<file path="src/rtl/mbist_pkg.sv">
package mbist_pkg;
   typedef enum logic [2:0] {
      S_IDLE,
      S_WR,
      S_RD,
      S_CMP,
      S_DONE
   } mb_state_t;

   typedef enum logic [1:0] {
      PH_FILL,
      PH_UP,
      PH_DN,
      PH_CHK
   } mb_phase_t;
endpackage

</file>
<file path="src/rtl/mbist_addr_gen.sv">
module mbist_addr_gen #(
   parameter int AW = 16
) (
   input  logic          clk,
   input  logic          rst_n,
   input  logic          ld_up,
   input  logic          ld_dn,
   input  logic          step,
   input  logic          dn,
   input  logic [AW-1:0] base,
   input  logic [AW-1:0] len,
   output logic [AW-1:0] addr,
   output logic          last
);
   localparam logic [AW-1:0] ONE = AW'(1);

   logic [AW-1:0] addr_q;
   logic [AW-1:0] cnt_q;

   always_ff @(posedge clk or negedge rst_n) begin
      if (!rst_n) begin
         addr_q <= '0;
         cnt_q  <= '0;
      end else if (ld_up) begin
         addr_q <= base;
         cnt_q  <= len;
      end else if (ld_dn) begin
         addr_q <= base + len - ONE;
         cnt_q  <= len;
      end else if (step) begin
         addr_q <= dn ? addr_q - ONE : addr_q + ONE;
         cnt_q  <= cnt_q - ONE;
      end
   end

   assign addr = addr_q;
   assign last = (cnt_q == ONE);
endmodule

</file>
<file path="src/rtl/mbist_cmp.sv">
module mbist_cmp #(
   parameter int DW = 8
) (
   input  logic          clk,
   input  logic          rst_n,
   input  logic          clr,
   input  logic          chk,
   input  logic [DW-1:0] expd,
   input  logic [DW-1:0] rdata,
   output logic          miss,
   output logic [DW-1:0] fmap
);
   logic [DW-1:0] diff;
   logic [DW-1:0] fmap_q;

   for (genvar b = 0; b < DW; b++) begin : g_bit
      assign diff[b] = expd[b] ^ rdata[b];
   end

   always_ff @(posedge clk or negedge rst_n) begin
      if (!rst_n)
         fmap_q <= '0;
      else if (clr)
         fmap_q <= '0;
      else if (chk)
         fmap_q <= fmap_q | diff;
   end

   assign miss = chk && (diff != '0);
   assign fmap = fmap_q;
endmodule

</file>
<file path="src/rtl/march_bist_ctrl.sv">
module march_bist_ctrl
   import mbist_pkg::*;
#(
   parameter int AW = 16,
   parameter int DW = 8
) (
   input  logic          clk,
   input  logic          rst_n,
   input  logic          start,
   input  logic [AW-1:0] win_base,
   input  logic [AW-1:0] win_len,
   output logic [AW-1:0] mem_addr,
   output logic [DW-1:0] mem_wdata,
   output logic          mem_we,
   output logic          mem_re,
   input  logic [DW-1:0] mem_rdata,
   output logic          busy,
   output logic          done,
   output logic          fail,
   output logic [DW-1:0] fault_map
);
   localparam logic [DW-1:0] BG_ZERO = '0;
   localparam logic [DW-1:0] BG_ONES = '1;

   if (AW < 2 || AW > 32) begin : g_bad_aw
      $error("march_bist_ctrl: AW must lie in 2..32");
   end
   if (DW < 1 || DW > 64) begin : g_bad_dw
      $error("march_bist_ctrl: DW must lie in 1..64");
   end

   mb_state_t st_q, st_d;
   mb_phase_t ph_q, ph_d;
   logic [AW-1:0] base_q, len_q;
   logic          fail_q;

   logic          ld_up, ld_dn, step, dn, last, chk, clr, miss;
   logic [AW-1:0] base_sel, len_sel;
   logic [DW-1:0] expd;

   assign base_sel = (st_q == S_IDLE) ? win_base : base_q;
   assign len_sel  = (st_q == S_IDLE) ? win_len  : len_q;
   assign dn       = (ph_q == PH_DN) || (ph_q == PH_CHK);
   assign expd     = (ph_q == PH_DN) ? BG_ONES : BG_ZERO;

   always_comb begin
      st_d      = st_q;
      ph_d      = ph_q;
      ld_up     = 1'b0;
      ld_dn     = 1'b0;
      step      = 1'b0;
      chk       = 1'b0;
      clr       = 1'b0;
      mem_we    = 1'b0;
      mem_re    = 1'b0;
      mem_wdata = BG_ZERO;
      unique case (st_q)
         S_IDLE: begin
            if (start) begin
               clr   = 1'b1;
               ld_up = 1'b1;
               ph_d  = PH_FILL;
               st_d  = (win_len == '0) ? S_DONE : S_WR;
            end
         end
         S_WR: begin
            mem_we = 1'b1;
            if (last) begin
               ld_up = 1'b1;
               ph_d  = PH_UP;
               st_d  = S_RD;
            end else begin
               step = 1'b1;
            end
         end
         S_RD: begin
            mem_re = 1'b1;
            st_d   = S_CMP;
         end
         S_CMP: begin
            chk = 1'b1;
            if (miss) begin
               st_d = S_DONE;
            end else begin
               mem_we    = (ph_q != PH_CHK);
               mem_wdata = (ph_q == PH_UP) ? BG_ONES : BG_ZERO;
               st_d      = S_RD;
               if (!last) begin
                  step = 1'b1;
               end else if (ph_q == PH_UP) begin
                  ld_dn = 1'b1;
                  ph_d  = PH_DN;
               end else if (ph_q == PH_DN) begin
                  ld_dn = 1'b1;
                  ph_d  = PH_CHK;
               end else begin
                  st_d = S_DONE;
               end
            end
         end
         S_DONE: st_d = S_IDLE;
         default: st_d = S_IDLE;
      endcase
   end

   always_ff @(posedge clk or negedge rst_n) begin
      if (!rst_n) begin
         st_q   <= S_IDLE;
         ph_q   <= PH_FILL;
         base_q <= '0;
         len_q  <= '0;
         fail_q <= 1'b0;
      end else begin
         st_q <= st_d;
         ph_q <= ph_d;
         if (clr) begin
            base_q <= win_base;
            len_q  <= win_len;
            fail_q <= 1'b0;
         end else if (miss) begin
            fail_q <= 1'b1;
         end
      end
   end

   mbist_addr_gen #(.AW(AW)) i_addr (
      .clk   (clk),
      .rst_n (rst_n),
      .ld_up (ld_up),
      .ld_dn (ld_dn),
      .step  (step),
      .dn    (dn),
      .base  (base_sel),
      .len   (len_sel),
      .addr  (mem_addr),
      .last  (last)
   );

   mbist_cmp #(.DW(DW)) i_cmp (
      .clk   (clk),
      .rst_n (rst_n),
      .clr   (clr),
      .chk   (chk),
      .expd  (expd),
      .rdata (mem_rdata),
      .miss  (miss),
      .fmap  (fault_map)
   );

   assign busy = (st_q == S_WR) || (st_q == S_RD) || (st_q == S_CMP);
   assign done = (st_q == S_DONE);
   assign fail = fail_q;
endmodule

</file>
<file path="config.mk">
export PLATFORM = sky130hd
export DESIGN_NAME = march_bist_ctrl
export DESIGN_NICKNAME = d
export VERILOG_FILES = /design/src/rtl/mbist_pkg.sv /design/src/rtl/mbist_addr_gen.sv /design/src/rtl/mbist_cmp.sv /design/src/rtl/march_bist_ctrl.sv
export SDC_FILE = /design/constraint.sdc
export NUM_CORES = 1
export LEC_CHECK = 0
export BUFFER_PORTS_ARGS = -buffer_cell sky130_fd_sc_hd__buf_2
export CORE_MARGIN = 2
export CORE_UTILIZATION = 53
export CTS_CLUSTER_DIAMETER = 120
export DETAILED_ROUTE_END_ITERATION = 8
export PLACE_DENSITY = 0.87
export SYNTH_ARGS = -nofsm -noshare
export SYNTH_HDL_FRONTEND = slang
export SYNTH_SLANG_ARGS = --single-unit
</file>
<file path="constraint.sdc">
create_clock -name clk -period 4 [get_ports clk]
set_input_delay 0.4 -clock clk [delete_from_list [all_inputs] [get_ports clk]]
set_output_delay 0.4 -clock clk [all_outputs]
set_load 0.005 [all_outputs]
</file>
==> results.json <==
{
  "first_pass_iteration_count_of_the_detailed_router": 7,
  "io_buffers": 79,
  "netlist_instances": 684,
  "via_count_of_the_first_global_routing_pass": 4940,
  "aggregate_global_route_resource_usage_pct": 24.89,
  "layout_nets": 844,
  "clock_tree_buf_depth": 2,
  "endpoint_arrival_time_on_the_critical_path_ns": 3.98,
  "non_filler_instance_count_after_layout": 895,
  "criticalPathCategory": "flop to flop",
  "htree_num_levels": 3,
  "drt_drc_violations_left": 0,
  "synth_edf_count": 0,
  "layout.area.seq_um2": 1952,
  "yosys_register_bits": 78,
  "tns_ns": 0,
  "worst_setup_path_end_kind": "flop",
  "clk_root_buffer_cell": "clkbuf_8",
  "synth_flop_cell": "dfrtp_1",
  "final.fill_count": 976,
  "static-leakage-power_nw": 3.290,
  "final_antenna_violating_net_count": 0,
  "syn_to_final_growth_pct": 12.25,
  "period_needed_ns": 3.731,
  "outcome": "complete, no violations",
  "layout.cells.most_common_list": "nand2_1 (144), dfrtp_1 (78), buf_2 (78), ha_1 (48)",
  "chipHeight_um": 108.7,
  "placed_cells": 878,
  "max_capacitance_violation_count": 0,
  "layout_commonest_cell": "nand2_1",
  "timing.critical_path.fanout_max": 19,
  "floorplan.core_area_um2": 10750,
  "finClkSkew_ns": 0.01190,
  "yosysUniqueCellTypes": 59,
  "detail_route.wl_per_cell_um": 15.79,
  "antenna_found_initial": 0,
  "synthesis.area_per_instance_um2": 8.497,
  "worst_slew_pin_slew_ns": 1.009,
  "highest_attainable_clock_frequency_mhz": 268.0,
  "insertion_delay_ns": 0.37,
  "synth.yosys.warnings": 0,
  "vias_per_cell": 5.667,
  "io_pins": 80,
  "worst_ir_drop_vdd_v": 0.0005133,
  "syn-num-nets": 777,
  "cts_tree": "built",
  "synth-async-reset-ratio_pct": 100.0,
  "grt_setup_unrepaired": "no",
  "drt-initial-drc-count": 408,
  "worstSetupStartpointType": "flop",
  "routed_wirelength_um": 14130,
  "globalplace.congestion": 0.9629,
  "synthesis.area_um2": 5812,
  "grt_max_degree": 79,
  "power-per-cell-area_nw_per_um2": 935.9,
  "floorplan.initialDensity_pct": 54.09,
  "clk_pin_slew_worst_paths_ns": 0.09,
  "final_layout_size_suffix_gt1_share_pct": 15.89,
  "globalRoute.totalOverflow": 0,
  "hold_violations": 0,
  "estimated_wirelength_of_the_detail_placed_design_um": 10570,
  "timing.final.ws_setup_ns": 0.2692,
  "ys_seq_area_share_pct": 33.58,
  "grt_first_pass_wirelength_um": 22980,
  "numClockSinks": 78,
  "final.period_utilization_pct": 93.27,
  "setup_viol": 0,
  "multi_input_combinational_cell_area_um2": 3542,
  "std_cell_rows": 38,
  "design.die.area_um2": 11820,
  "antenna_diode_count": 0,
  "die_width_um": 108.7,
  "timing_max_transition_violations_final": 0,
  "cts_hold_repair.buffers": 0,
  "critical_path_required_ns": 4.25,
  "place_ws_ns": 0.2097,
  "worst_hold_path_class": "input port to async pin",
  "number_of_cts_inserted_buffers": 9,
  "timing.max_slew.rel_slack_pct": 32.75,
  "vias_post_dr": 5072
}
-- per-layer routing --
layer  GRT usage (%)  part of all wire, %  vias to the layer above
met5               0                    0                        -
met4           10.26                  2.2                        0
met3           5.200                  6.1                       28
met2           39.96                   47                      172
met1           32.80                   45                     2396
li1                -                    -                     2476
-- metrics by stage --
step | cell area, µm² | hold slack (ns) | utilization (%) | total power [mW]
after floorplan | 5812 | 0.1044 | - | 4.422
after global placement | 6289 | 0.4560 | 58.52 | 5.239
after detailed placement | 6289 | 0.4613 | 58.52 | 5.351
after CTS | 6487 | 0.2246 | 60.37 | 5.999
after global routing | 6524 | 0.2398 | 60.71 | 6.691
final | 6524 | 0.1775 | 60.71 | 6.106
-- synth_stat cells (all sizes together) (2+ instances only) --
library cell,count,area share [%]
a211oi,3,0.39
a21o,6,0.77
a21oi,41,3.7
a31oi,9,0.97
and2,2,0.22
and3,3,0.32
buf,18,2.0
clkbuf,15,0.97
dfrtp,78,34
fa,2,0.69
ha,48,10
inv,43,2.8
mux2i,48,8.7
nand2,145,9.4
nand3,15,1.7
nand4,5,0.54
nor2,46,3.0
nor2b,2,0.22
nor3,19,2.0
nor4,10,1.4
o211ai,6,0.77
o21a,2,0.26
o21ai,31,2.7
o221ai,2,0.30
o31a,3,0.45
o41ai,2,0.30
or3,6,0.65
or4,5,0.71
xnor2,27,4.1
xor2,26,3.9
-- final cells by class --
type,instances,share of cell area [%]
clock buffers,12,2.378
clock inverters,3,0.6713
inverters,43,2.474
multi-input cells,530,54.30
flip-flops and latches,78,29.92
well taps,140,2.685
repair buffers,89,7.576
-- final timing paths --
check	cells after the start	endpoint	slack (ns)	start
max reg2reg	16	i_addr.addr[13]	0.27	st_q[0]
max	16	i_addr.addr[13]	0.27	st_q[0]
min in group clk	3	base_q[10]	0.24	win_base[10]
max in group asynchronous	1	i_addr.addr[13]	3.14	rst_n
min reg2reg	2	base_q[6]	0.48	base_q[6]
min	1	i_cmp.fmap[7]	0.18	rst_n
-- worst max-delay path, cell delays in order (launching register included) --
cell	delay, ns
dfrtp_1	0.49
nor3_4	0.27
clkbuf_16	0.24
mux2i_1	0.28
ha_1	0.28
inv_1	0.07
ha_1	0.17
inv_1	0.06
fa_1	0.40
nor2b_1	0.17
o2111ai_1	0.17
nand3_1	0.17
nand3_1	0.13
o22ai_2	0.23
o21a_1	0.15
o31ai_1	0.07
o31a_1	0.23
-- where the power goes --
group	leakage, nW	switching [mW]	internal [mW]	total, mW
registers	0.968	0.275	1.13	1.40
clock network	0.102	0.302	0.320	0.622
logic	2.22	2.35	1.73	4.08
total	3.29	2.93	3.18	6.11
-- flip-flops by register name, indices dropped and copies added, names as in the netlist --
signal	flops
i_addr.cnt_q	16
len_q	16
ph_q	2
i_addr.addr	16
base_q	16
fail	1
st_q	3
i_cmp.fmap	8
-- cell families (layout without fill, tap and decap cells) --
family          count (synthesis)  count (layout)  share of synthesized area [%]
compound gates                116             116                          12.21
xor+xnor                       53              53                          7.987
fa+ha+maj                      50              50                          11.02
buf+inv                        76             147                          5.769
flops                          78              78                          33.58
mux                            48              48                          8.697
simple gates                  263             263                          20.73
-- timing repair --
item,4_1_cts,5_1_grt
resized for setup,0,3
endpoints found under the setup margin,0,2
setup buffers,0,1
(Power assumes the default switching activity.)
